[config.mk]
export PLATFORM = sky130hd
export DESIGN_NAME = sqd_accum
export DESIGN_NICKNAME = d
export VERILOG_FILES = /design/src/rtl/sqd_pkg.sv /design/src/rtl/sqd_wram.sv /design/src/rtl/sqd_band_mac.sv /design/src/rtl/sqd_ctrl.sv /design/src/rtl/sqd_accum.sv
export SDC_FILE = /design/constraint.sdc
export NUM_CORES = 2
export LEC_CHECK = 0
export ABC_AREA = 0
export BUFFER_PORTS_ARGS = -buffer_cell sky130_fd_sc_hd__buf_2
export CAP_MARGIN = 10
export CORE_ASPECT_RATIO = 1.75
export CORE_MARGIN = 8
export CORE_UTILIZATION = 35
export CTS_CLUSTER_DIAMETER = 80
export DETAILED_ROUTE_END_ITERATION = 12
export SYNTH_ARGS = -nofsm -noshare
export SYNTH_HDL_FRONTEND = slang
export SYNTH_SLANG_ARGS = --single-unit
export TNS_END_PERCENT = 30
[constraint.sdc]
create_clock -name clk -period 21.1 [get_ports clk]
set_input_delay 2.11 -clock clk [delete_from_list [all_inputs] [get_ports clk]]
set_output_delay 2.11 -clock clk [all_outputs]
set_load 0.03 [all_outputs]
[src/rtl/sqd_pkg.sv]
package sqd_pkg;
    typedef enum logic [2:0] {
        ST_LINK  = 3'd0,
        ST_IDLE  = 3'd1,
        ST_RUN   = 3'd2,
        ST_DRAIN = 3'd3,
        ST_FIN   = 3'd4
    } sqd_state_e;
endpackage

[src/rtl/sqd_wram.sv]
module sqd_wram #(
    parameter int DW    = 10,
    parameter int DEPTH = 160,
    parameter int AW    = $clog2(DEPTH)
) (
    input  logic          clk,
    input  logic          we,
    input  logic [AW-1:0] waddr,
    input  logic [DW-1:0] wdata,
    input  logic [AW-1:0] raddr,
    output logic [DW-1:0] rdata
);
    logic [DW-1:0] mem [DEPTH];

    // Write port: the host loads training vectors at any time.
    always_ff @(posedge clk) begin
        if (we && (int'(waddr) < DEPTH))
            mem[waddr] <= wdata;
    end

    // Read port: registered, so the data arrives one cycle after the address.
    always_ff @(posedge clk) begin
        rdata <= mem[raddr];
    end
endmodule

[src/rtl/sqd_band_mac.sv]
module sqd_band_mac #(
    parameter int PIX_W = 10,
    parameter int BANDS = 4,
    parameter int CLS_W = 3,
    localparam int SQ_W  = 2 * PIX_W,
    localparam int ACC_W = SQ_W + $clog2(BANDS)
) (
    input  logic             clk,
    input  logic             rst_n,
    input  logic             in_vld,
    input  logic             in_first,
    input  logic             in_last,
    input  logic [CLS_W-1:0] in_cls,
    input  logic [PIX_W-1:0] pix_s,
    input  logic [PIX_W-1:0] wgt_s,
    output logic             out_vld,
    output logic [ACC_W-1:0] out_dist,
    output logic [CLS_W-1:0] out_cls
);
    logic signed [PIX_W:0]     diff;
    logic signed [2*PIX_W+1:0] prod;
    logic [SQ_W-1:0]           sq;
    logic [ACC_W-1:0]          acc;

    always_comb begin
        diff = $signed({1'b0, pix_s}) - $signed({1'b0, wgt_s});
        prod = diff * diff;
        sq   = prod[SQ_W-1:0];
    end

    always_ff @(posedge clk or negedge rst_n) begin
        if (!rst_n) begin
            acc      <= '0;
            out_vld  <= 1'b0;
            out_dist <= '0;
            out_cls  <= '0;
        end else begin
            out_vld <= 1'b0;
            if (in_vld) begin
                if (in_first)
                    acc <= ACC_W'(sq);
                else
                    acc <= acc + ACC_W'(sq);
                if (in_last) begin
                    out_vld  <= 1'b1;
                    out_dist <= (in_first ? '0 : acc) + ACC_W'(sq);
                    out_cls  <= in_cls;
                end
            end
        end
    end
endmodule

[src/rtl/sqd_ctrl.sv]
module sqd_ctrl
    import sqd_pkg::*;
#(
    parameter int CLASSES = 5,
    parameter int MAX_WPC = 8,
    parameter int BANDS   = 4,
    localparam int CLS_W  = (CLASSES > 1) ? $clog2(CLASSES) : 1,
    localparam int WGT_W  = (MAX_WPC > 1) ? $clog2(MAX_WPC) : 1,
    localparam int BAND_W = (BANDS > 1) ? $clog2(BANDS) : 1,
    localparam int WPC_W  = $clog2(MAX_WPC + 1)
) (
    input  logic              clk,
    input  logic              rst_n,
    input  logic              link_ack,
    input  logic              pix_valid,
    input  logic [WPC_W-1:0]  wpc_cfg,
    output logic              link_rdy,
    output logic              pix_req,
    output logic              done,
    output logic              accept,
    output logic              iss_vld,
    output logic              iss_first,
    output logic              iss_last,
    output logic [CLS_W-1:0]  iss_cls,
    output logic [WGT_W-1:0]  iss_wgt,
    output logic [BAND_W-1:0] iss_band
);
    sqd_state_e state, nxt;

    logic [CLS_W-1:0]  cls_q;
    logic [WGT_W-1:0]  wgt_q;
    logic [BAND_W-1:0] band_q;
    logic [WPC_W-1:0]  wpc_eff;
    logic              band_end, wgt_end, cls_end, last_issue;

    always_comb begin
        band_end   = (int'(band_q) == BANDS - 1);
        wgt_end    = (WPC_W'(wgt_q) == wpc_eff - WPC_W'(1));
        cls_end    = (int'(cls_q) == CLASSES - 1);
        last_issue = band_end && wgt_end && cls_end;
    end

    // State register
    always_ff @(posedge clk or negedge rst_n) begin
        if (!rst_n) state <= ST_LINK;
        else        state <= nxt;
    end

    // Next-state logic
    always_comb begin
        nxt = state;
        unique case (state)
            ST_LINK:  if (link_ack)   nxt = ST_IDLE;
            ST_IDLE:  if (pix_valid)  nxt = ST_RUN;
            ST_RUN:   if (last_issue) nxt = ST_DRAIN;
            ST_DRAIN:                 nxt = ST_FIN;
            ST_FIN:                   nxt = ST_IDLE;
            default:                  nxt = ST_LINK;
        endcase
    end

    // Outputs
    always_comb begin
        link_rdy  = (state == ST_LINK);
        pix_req   = (state == ST_IDLE);
        done      = (state == ST_FIN);
        accept    = (state == ST_IDLE) && pix_valid;
        iss_vld   = (state == ST_RUN);
        iss_first = (band_q == '0);
        iss_last  = band_end;
        iss_cls   = cls_q;
        iss_wgt   = wgt_q;
        iss_band  = band_q;
    end

    // Class / vector / band walk
    always_ff @(posedge clk or negedge rst_n) begin
        if (!rst_n) begin
            cls_q   <= '0;
            wgt_q   <= '0;
            band_q  <= '0;
            wpc_eff <= WPC_W'(1);
        end else if (accept) begin
            cls_q  <= '0;
            wgt_q  <= '0;
            band_q <= '0;
            if (wpc_cfg == '0)
                wpc_eff <= WPC_W'(1);
            else if (int'(wpc_cfg) > MAX_WPC)
                wpc_eff <= WPC_W'(MAX_WPC);
            else
                wpc_eff <= wpc_cfg;
        end else if (state == ST_RUN) begin
            if (!band_end) begin
                band_q <= band_q + BAND_W'(1);
            end else begin
                band_q <= '0;
                if (!wgt_end) begin
                    wgt_q <= wgt_q + WGT_W'(1);
                end else begin
                    wgt_q <= '0;
                    if (!cls_end) cls_q <= cls_q + CLS_W'(1);
                end
            end
        end
    end
endmodule

[src/rtl/sqd_accum.sv]
module sqd_accum #(
    parameter int PIX_W   = 10,
    parameter int BANDS   = 4,
    parameter int CLASSES = 5,
    parameter int MAX_WPC = 8,
    localparam int CLS_W  = (CLASSES > 1) ? $clog2(CLASSES) : 1,
    localparam int WGT_W  = (MAX_WPC > 1) ? $clog2(MAX_WPC) : 1,
    localparam int BAND_W = (BANDS > 1) ? $clog2(BANDS) : 1,
    localparam int WPC_W  = $clog2(MAX_WPC + 1),
    localparam int DEPTH  = CLASSES * MAX_WPC * BANDS,
    localparam int AW     = $clog2(DEPTH),
    localparam int DIST_W = 2 * PIX_W + $clog2(BANDS)
) (
    input  logic                   clk,
    input  logic                   rst_n,
    output logic                   link_rdy,
    input  logic                   link_ack,
    input  logic [WPC_W-1:0]       wpc_cfg,
    output logic                   pix_req,
    input  logic                   pix_valid,
    input  logic [BANDS*PIX_W-1:0] pix_data,
    input  logic                   wmem_we,
    input  logic [AW-1:0]          wmem_addr,
    input  logic [PIX_W-1:0]       wmem_wdata,
    output logic                   dist_valid,
    output logic [DIST_W-1:0]      dist_value,
    output logic [CLS_W-1:0]       dist_class,
    output logic                   done
);
    logic              accept, iss_vld, iss_first, iss_last;
    logic [CLS_W-1:0]  iss_cls;
    logic [WGT_W-1:0]  iss_wgt;
    logic [BAND_W-1:0] iss_band;
    logic [AW-1:0]     raddr;
    logic [PIX_W-1:0]  wgt_rd;

    logic                   vld_d, first_d, last_d;
    logic [CLS_W-1:0]       cls_d;
    logic [BAND_W-1:0]      band_d;
    logic [BANDS*PIX_W-1:0] pix_q;
    logic [PIX_W-1:0]       pix_band [BANDS];
    logic [PIX_W-1:0]       pix_sel;

    sqd_ctrl #(
        .CLASSES (CLASSES),
        .MAX_WPC (MAX_WPC),
        .BANDS   (BANDS)
    ) u_ctrl (
        .clk       (clk),
        .rst_n     (rst_n),
        .link_ack  (link_ack),
        .pix_valid (pix_valid),
        .wpc_cfg   (wpc_cfg),
        .link_rdy  (link_rdy),
        .pix_req   (pix_req),
        .done      (done),
        .accept    (accept),
        .iss_vld   (iss_vld),
        .iss_first (iss_first),
        .iss_last  (iss_last),
        .iss_cls   (iss_cls),
        .iss_wgt   (iss_wgt),
        .iss_band  (iss_band)
    );

    always_comb begin
        raddr = AW'(((int'(iss_cls) * MAX_WPC) + int'(iss_wgt)) * BANDS + int'(iss_band));
    end

    sqd_wram #(
        .DW    (PIX_W),
        .DEPTH (DEPTH)
    ) u_wram (
        .clk   (clk),
        .we    (wmem_we),
        .waddr (wmem_addr),
        .wdata (wmem_wdata),
        .raddr (raddr),
        .rdata (wgt_rd)
    );

    // Tags travel alongside the registered weight read.
    always_ff @(posedge clk or negedge rst_n) begin
        if (!rst_n) begin
            vld_d   <= 1'b0;
            first_d <= 1'b0;
            last_d  <= 1'b0;
            cls_d   <= '0;
            band_d  <= '0;
        end else begin
            vld_d   <= iss_vld;
            first_d <= iss_first;
            last_d  <= iss_last;
            cls_d   <= iss_cls;
            band_d  <= iss_band;
        end
    end

    always_ff @(posedge clk or negedge rst_n) begin
        if (!rst_n)      pix_q <= '0;
        else if (accept) pix_q <= pix_data;
    end

    for (genvar b = 0; b < BANDS; b++) begin : g_band
        assign pix_band[b] = pix_q[b*PIX_W +: PIX_W];
    end

    always_comb begin
        pix_sel = pix_band[band_d];
    end

    sqd_band_mac #(
        .PIX_W (PIX_W),
        .BANDS (BANDS),
        .CLS_W (CLS_W)
    ) u_mac (
        .clk      (clk),
        .rst_n    (rst_n),
        .in_vld   (vld_d),
        .in_first (first_d),
        .in_last  (last_d),
        .in_cls   (cls_d),
        .pix_s    (pix_sel),
        .wgt_s    (wgt_rd),
        .out_vld  (dist_valid),
        .out_dist (dist_value),
        .out_cls  (dist_class)
    );
endmodule

Word-level counts from Yosys, hierarchy flattened
Memories as Yosys holds them, arrays and structs flattened. A register that Yosys moved wholly into a read port is not among the register bits.
Index checks and enable logic that the tools add are counted.
- flip-flop bits (word level): 111
- memory bits (writable): 1600
- bits of input ports: 67
- logic and storage cells: 82
- memories: 1
- memory list (name ; depth ; width ; read ports ; clocked after memory_dff ; wr ports ; RTL line ; source):
    u_wram.mem ; 160 ; 10 ; 1 ; 1 ; 1 ; sqd_wram.sv:13 ; logic [DW-1:0] mem [DEPTH];
- add/sub/neg operators: 9
- multipliers: 1
- magnitude comparators: 3
- equal/unequal tests: 11
- mux-type cells: 27
- bitwise gates (word level): 1
- reductions and logical operators: 14
- operators with widths (kind ; count):
    22-bit by 20-bit adder with 22-bit output ; 2
    22-bit two-way mux ; 2
    3-bit two-way mux ; 12
    10-bit binary-select mux with 2-bit select ; 1
    11-bit by 11-bit multiplier with 20-bit output ; 1
    10-bit two-way mux ; 2
    3-bit case mux with 5 select lines ; 1
    10-bit by 10-bit subtractor with 11-bit output ; 1
    8-bit by 2-bit adder with 8-bit output ; 1
    8-bit < comparator (second input constant) ; 1
    4-bit two-way mux ; 2
    3-bit by 1-bit adder with 3-bit output (second input constant) ; 2
    6-bit by 3-bit adder with 6-bit output ; 1
    3-bit by 2-bit == test with 1-bit output (second input constant) ; 2
    3-bit == test (second input constant) ; 2
    2-bit two-way mux ; 3
    2-bit by 1-bit inequality test with 1-bit output (second input constant) ; 3
    2-bit nonzero test ; 3
    3-bit by 4-bit == test with 1-bit output ; 1
    4-bit > comparator (second input constant) ; 1
    1-bit logical AND ; 4
    4-bit logical NOT ; 1
    1-bit two-way mux ; 4
    2-bit AND reduction ; 2
    other kinds (11) ; 11

Depth between registers and ports, before layout
- word-level depth: 8
- depth in mapped cells: 39
- mapped depth without buffers: 38

Cells and area by module
From an unflattened synthesis, not the netlist that was laid out.
- cell total of the unflattened synthesis: 4052
- area, all modules: 73649.4 sq um
- by module, submodules not included (module ; times used ; cells each ; area each (sq um) ; seq. area each (sq um)):
    sqd_wram ; 1 ; 2879 ; 62625.1 ; 48246.3
    sqd_band_mac ; 1 ; 965 ; 8151.6 ; 1201.2
    sqd_accum ; 1 ; 104 ; 1913.1 ; 1201.2
    sqd_ctrl ; 1 ; 104 ; 959.7 ; 376.6

Worst setup path after synthesis
No wires, ideal clock.
- kind: reg2reg
- start point: reg band_d[0]
- end point: reg u_mac.acc[18]
- library setup time: 0.124 ns
- arrival: 8.928 ns
- data required time: 20.976 ns
- slack: 12.049 ns
- cell stages (with the launch flop): 35
- path buffers: 1
- clock period less this slack: 9.051 ns
- path through: dfrtp_1 clkbuf_1 mux4_2 inv_1 ha_1 inv_1 fa_1 a21oi_1 nor2b_1 o31a_1 o41ai_1 xor2_1 inv_1 nand2_1 inv_1 fa_1 inv_1 fa_1 inv_1 fa_1 fa_1 fa_1 ha_1 or3_1 a2111oi_0 nor2_1 xor2_1 ha_1 and3_1 and3_1 a311o_1 a21o_1 xnor2_1 nor3b_1 a211o_1
- word-level cells in the longest chain between the ends: 8
- RTL lines (item ; RTL line ; source):
    from (decl) ; sqd_accum.sv:39 ; logic [BAND_W-1:0] band_d;
    from (signal assigned) ; sqd_accum.sv:95 ; band_d <= iss_band;
    2-bit NOT with 3-bit output (not written as such) * ; sqd_accum.sv:109 ; pix_sel = pix_band[band_d];
    10-bit binary-select mux with 2-bit select * ; sqd_accum.sv:109 ;
    10-bit two-way mux (not written as such) * (2 in series) ; sqd_accum.sv:109 ;
    10-bit by 10-bit subtractor with 11-bit output * ; sqd_band_mac.sv:26 ; diff = $signed({1'b0, pix_s}) - $signed({1'b0, wgt_s});
    11-bit by 11-bit multiplier with 20-bit output * ; sqd_band_mac.sv:27 ; prod = diff * diff;
    22-bit by 20-bit adder with 22-bit output ; sqd_band_mac.sv:43 ; acc <= acc + ACC_W'(sq);
    22-bit two-way mux * ; sqd_band_mac.sv:40 ; if (in_first)
    to (signal assigned) ; sqd_band_mac.sv:41 ; acc <= ACC_W'(sq);
    to (signal assigned) ; sqd_band_mac.sv:43 ;
    to (decl) ; sqd_band_mac.sv:23 ; logic [ACC_W-1:0] acc;
Mark *: on every way between the ends. The rest lies on a longest branch, timed or not. The select of a mux whose other input is x is not followed.
A chain may end at the register's enable or synchronous reset.

Worst setup path after layout
- start point: reg band_d[0]
- end point: reg u_mac.out_dist[20]
- word-level cells in the longest chain between the ends: 7
- RTL lines (item ; RTL line ; source):
    2-bit NOT with 3-bit output (not written as such) ; sqd_accum.sv:109 ;
    10-bit binary-select mux with 2-bit select ; sqd_accum.sv:109 ;
    10-bit two-way mux (not written as such) (2 in series) ; sqd_accum.sv:109 ;
    10-bit by 10-bit subtractor with 11-bit output ; sqd_band_mac.sv:26 ;
    11-bit by 11-bit multiplier with 20-bit output ; sqd_band_mac.sv:27 ;
    22-bit by 20-bit adder with 22-bit output ; sqd_band_mac.sv:46 ; out_dist <= (in_first ? '0 : acc) + ACC_W'(sq);
    to (signal assigned) ; sqd_band_mac.sv:46 ;
    to (decl) ; sqd_band_mac.sv:17 ; output logic [ACC_W-1:0] out_dist,
Every way passes these cells. The select of a mux whose other input is x is not followed.

==> results by group <==
Outcome
  – Outcome: complete, no violations

Timing
  – RSZ-0062 raised after global routing: no
  – Final setup violation count: 0
  – Setup TNS: 0 ns
  – Measured slew at the worst slew-check pin: between 1 and 1.5 ns
  – Period utilisation layout: 47.9%
  – Clk_skew: 0.0510 ns
  – Period minus WS final: 10.10 ns
  – Relative slew slack: 13.0%
  – Fmax: 0.0990 GHz
  – Max-slew violations: 0
  – Final Worst Setup Slack: ~11 ns
  – Final hold vios: 0

Worst setup path
  – WP data required: 21.73 ns
  – Largest stage delay, worst path: 0.73 ns
  – Cell family with most CP delay: adder cells
  – CP Launch Type: flop
  – Crit path max fanout: 10
  – Setup CP Type: flop to flop
  – CP arrival: 10.73 ns
  – Critical path endpoint category: flop
  – CP bufs+invs: 6
  – Critical path's slowest cell: dfrtp_1

Clocking
  – # Post-CTS Setup Buffers: 0
  – H-tree depth: 4
  – CTS max path bufs: 4
  – Later-pin clock latency in the skew report: 0.81 ns
  – Clk sink count: 1721
  – CTS tree: built
  – Clock Tree Root: clkbuf_16
  – Total CTS buffers: 162
  – Clk pin slew, worst setup/hold paths: 0.06 ns
  – Post-CTS sizing: 0
  – Post-CTS Hold Fix Bufs: 0

Cells and area
  – Commonest non-fill, non-tap cell in the layout: edfxtp_1
  – Most frequent cells in the layout: 1600 x edfxtp_1, 530 x mux4_2, 269 x nor2_1
  – Layout area overhead: 11.8%
  – Fin area: 80900 um2
  – Layout net count: ~4100
  – Fraction of final layout cells sized beyond drive strength 1: between 20% and 30%
  – Layout Utilization: 39.2%
  – Layout fillers: 18392

Place
  – IO buf count: 95
  – Worst slack, placed: 10.68 ns
  – Placed cell area: between 70000 and 80000 um2
  – GPL Wtd Cong: 0.831
  – Final HPWL DP: 116000 um

Yosys
  – Top cell type by total area after synthesis: edfxtp_1
  – Synth warn: 0
  – Top cells by area, synth: edfxtp_1 66%, mux4_2 16%, dfrtp_1 3.8%
  – Post-Syn Nets: 3989
  – Sequential-to-total area share from yosys stat: 70.5%
  – Post-synthesis instance area: 72400 um2
  – Post-synth cell types: 61
  – Syn avg cell area: 19.4 um2
  – Ys flop type: edfxtp_1
  – Synth async-reset ratio: 6.45%
  – Share of the synthesized area in the top cell type: between 60% and 70%
  – EDFF count, synth: 1600
  – Yosys reg bits: 1721
  – Cells after synthesis: around 3700

Detailed routing
  – DR DRC count: 0
  – Vias post-DR: roughly 35000
  – Routed WL: 179000 um
  – First-pass iteration count of the detailed router: 5
  – Via/cell ratio: approximately 5.3
  – Drt wl/cell: between 20 and 30 um
  – Detailed router's first-iteration violation count: 2729
  – ANT nets after route: 0

GRT
  – Initial antenna violation count: 8
  – Grt ovf: 0
  – Gr usage total: 15.8%
  – First-pass GRT wire length: 262000 um
  – Largest net degree at the start of global routing: 94
  – Vias in the first global route: around 37000

Floorplan
  – Core box area: slightly above 200000 um2
  – Die Span Y: slightly above 600 um
  – Die area: between 200000 and 250000 um2
  – Core Rows: 221
  – I/O pin count: between 90 and 100
  – Starting Density: a little over a third
  – Die X: roughly 360 um

Run
  – Max Cap Viol: 0

Worst hold path
  – Worst hold-check path type: flop to flop
-- final timing paths --
path | startpoint | to | slack, ns | cells past startpoint
max | band_d[0] | u_mac.out_dist[20] | 11.00 | 35
min reg2reg | u_mac.out_dist[11] | u_mac.out_dist[11] | 0.47 | 2
min in group asynchronous | rst_n | u_mac.out_cls[2] | 1.35 | 1
max reg2reg | band_d[0] | u_mac.out_dist[20] | 11.00 | 35
min | u_mac.out_dist[11] | u_mac.out_dist[11] | 0.47 | 2
max in group asynchronous | rst_n | u_ctrl.iss_wgt[1] | 18.37 | 2
-- area by class of cell --
| class | instances | area, um2 | area share (%) |
|---|---|---|---|
| Sequential cell | 1721 | 51000 | 63.1 |
| Multi-Input combinational cell | 1666 | 20000 | 24.7 |
| Clock buffer | 203 | 4290 | 5.31 |
| Tap cell | 2676 | 3350 | 4.14 |
| Timing Repair Buffer | 151 | 991 | 1.23 |
| Inverter | 168 | 631 | 0.780 |
| Clock inverter | 71 | 536 | 0.662 |
| Antenna cell | 8 | 20.0 | 0.0248 |
-- metal layers --
layer | vias up | wire length [um] | track usage, %
met2 | 988 | 100000 | 30.5
met4 | 4 | 6740 | 5.61
met1 | 18853 | 64000 | 17.8
met5 | - | 21 | 0
li1 | 15056 | - | -
met3 | 279 | 8160 | 2.01
-- per-stage QoR --
step	cells	hold slack, ns
3_3_place_gp	6380	0.454
3_5_place_dp	6380	0.467
2_1_floorplan	3729	0.375
6_report	6664	0.471
5_1_grt	6657	0.497
4_1_cts	6654	0.481
-- cell usage after synthesis, drive strengths merged (5+ instances only) --
cell type / instances
mux2: 8
and2: 17
nand2b: 10
and3: 7
a211oi: 14
nand2: 218
nor2b: 35
dfrtp: 110
mux4: 530
o31ai: 7
o21ai: 51
edfxtp: 1600
xnor2: 43
xor2: 25
nor3b: 7
nand3b: 5
ha: 98
fa: 95
buf: 59
a31oi: 8
inv: 164
mux2i: 15
nor3: 14
o21a: 5
nand3: 20
clkbuf: 115
a21o: 19
or3: 11
a21oi: 88
nor2: 269
dfxtp: 10
-- sequential cells by signal, summed over array words and instances (netlist names), 3 cells and up --
signal          count
cls_d               3
pix_q              40
u_ctrl.iss_cls      3
u_ctrl.iss_wgt      3
u_ctrl.state        3
u_ctrl.wpc_eff      4
u_mac.acc          22
u_mac.out_cls       3
u_mac.out_dist     22
u_wram.mem       1600
u_wram.rdata       10
-- cell families (layout without fill, tap and decap cells) --
logic type,after synthesis,after routing,synth area share (%)
DFF,1721,1721,70.5
and+or+nand+nor,628,628,3.74
other,0,8,0
xor gates and xnor gates,69,69,0.854
buffers and inverters,342,593,1.88
AOI/OAI and AO/OA,223,223,1.86
muxes,553,553,16.8
adders and majority gates,193,193,4.32
-- worst reg2reg max path: cells and delay by family (launching register included) --
kind / cells / cell delay, ns
adder cells (fa/ha/maj): 9 / 3.45
flip-flops: 1 / 0.73
AND/OR/NAND/NOR: 4 / 0.85
multiplexers: 2 / 0.84
XOR/XNOR: 3 / 0.89
buffers and inverters: 6 / 0.58
AO/OA/AOI/OAI: 11 / 2.59
Power is not shown: default switching activity piles up to over one toggle a cycle in this logic, so the estimate is an artifact.
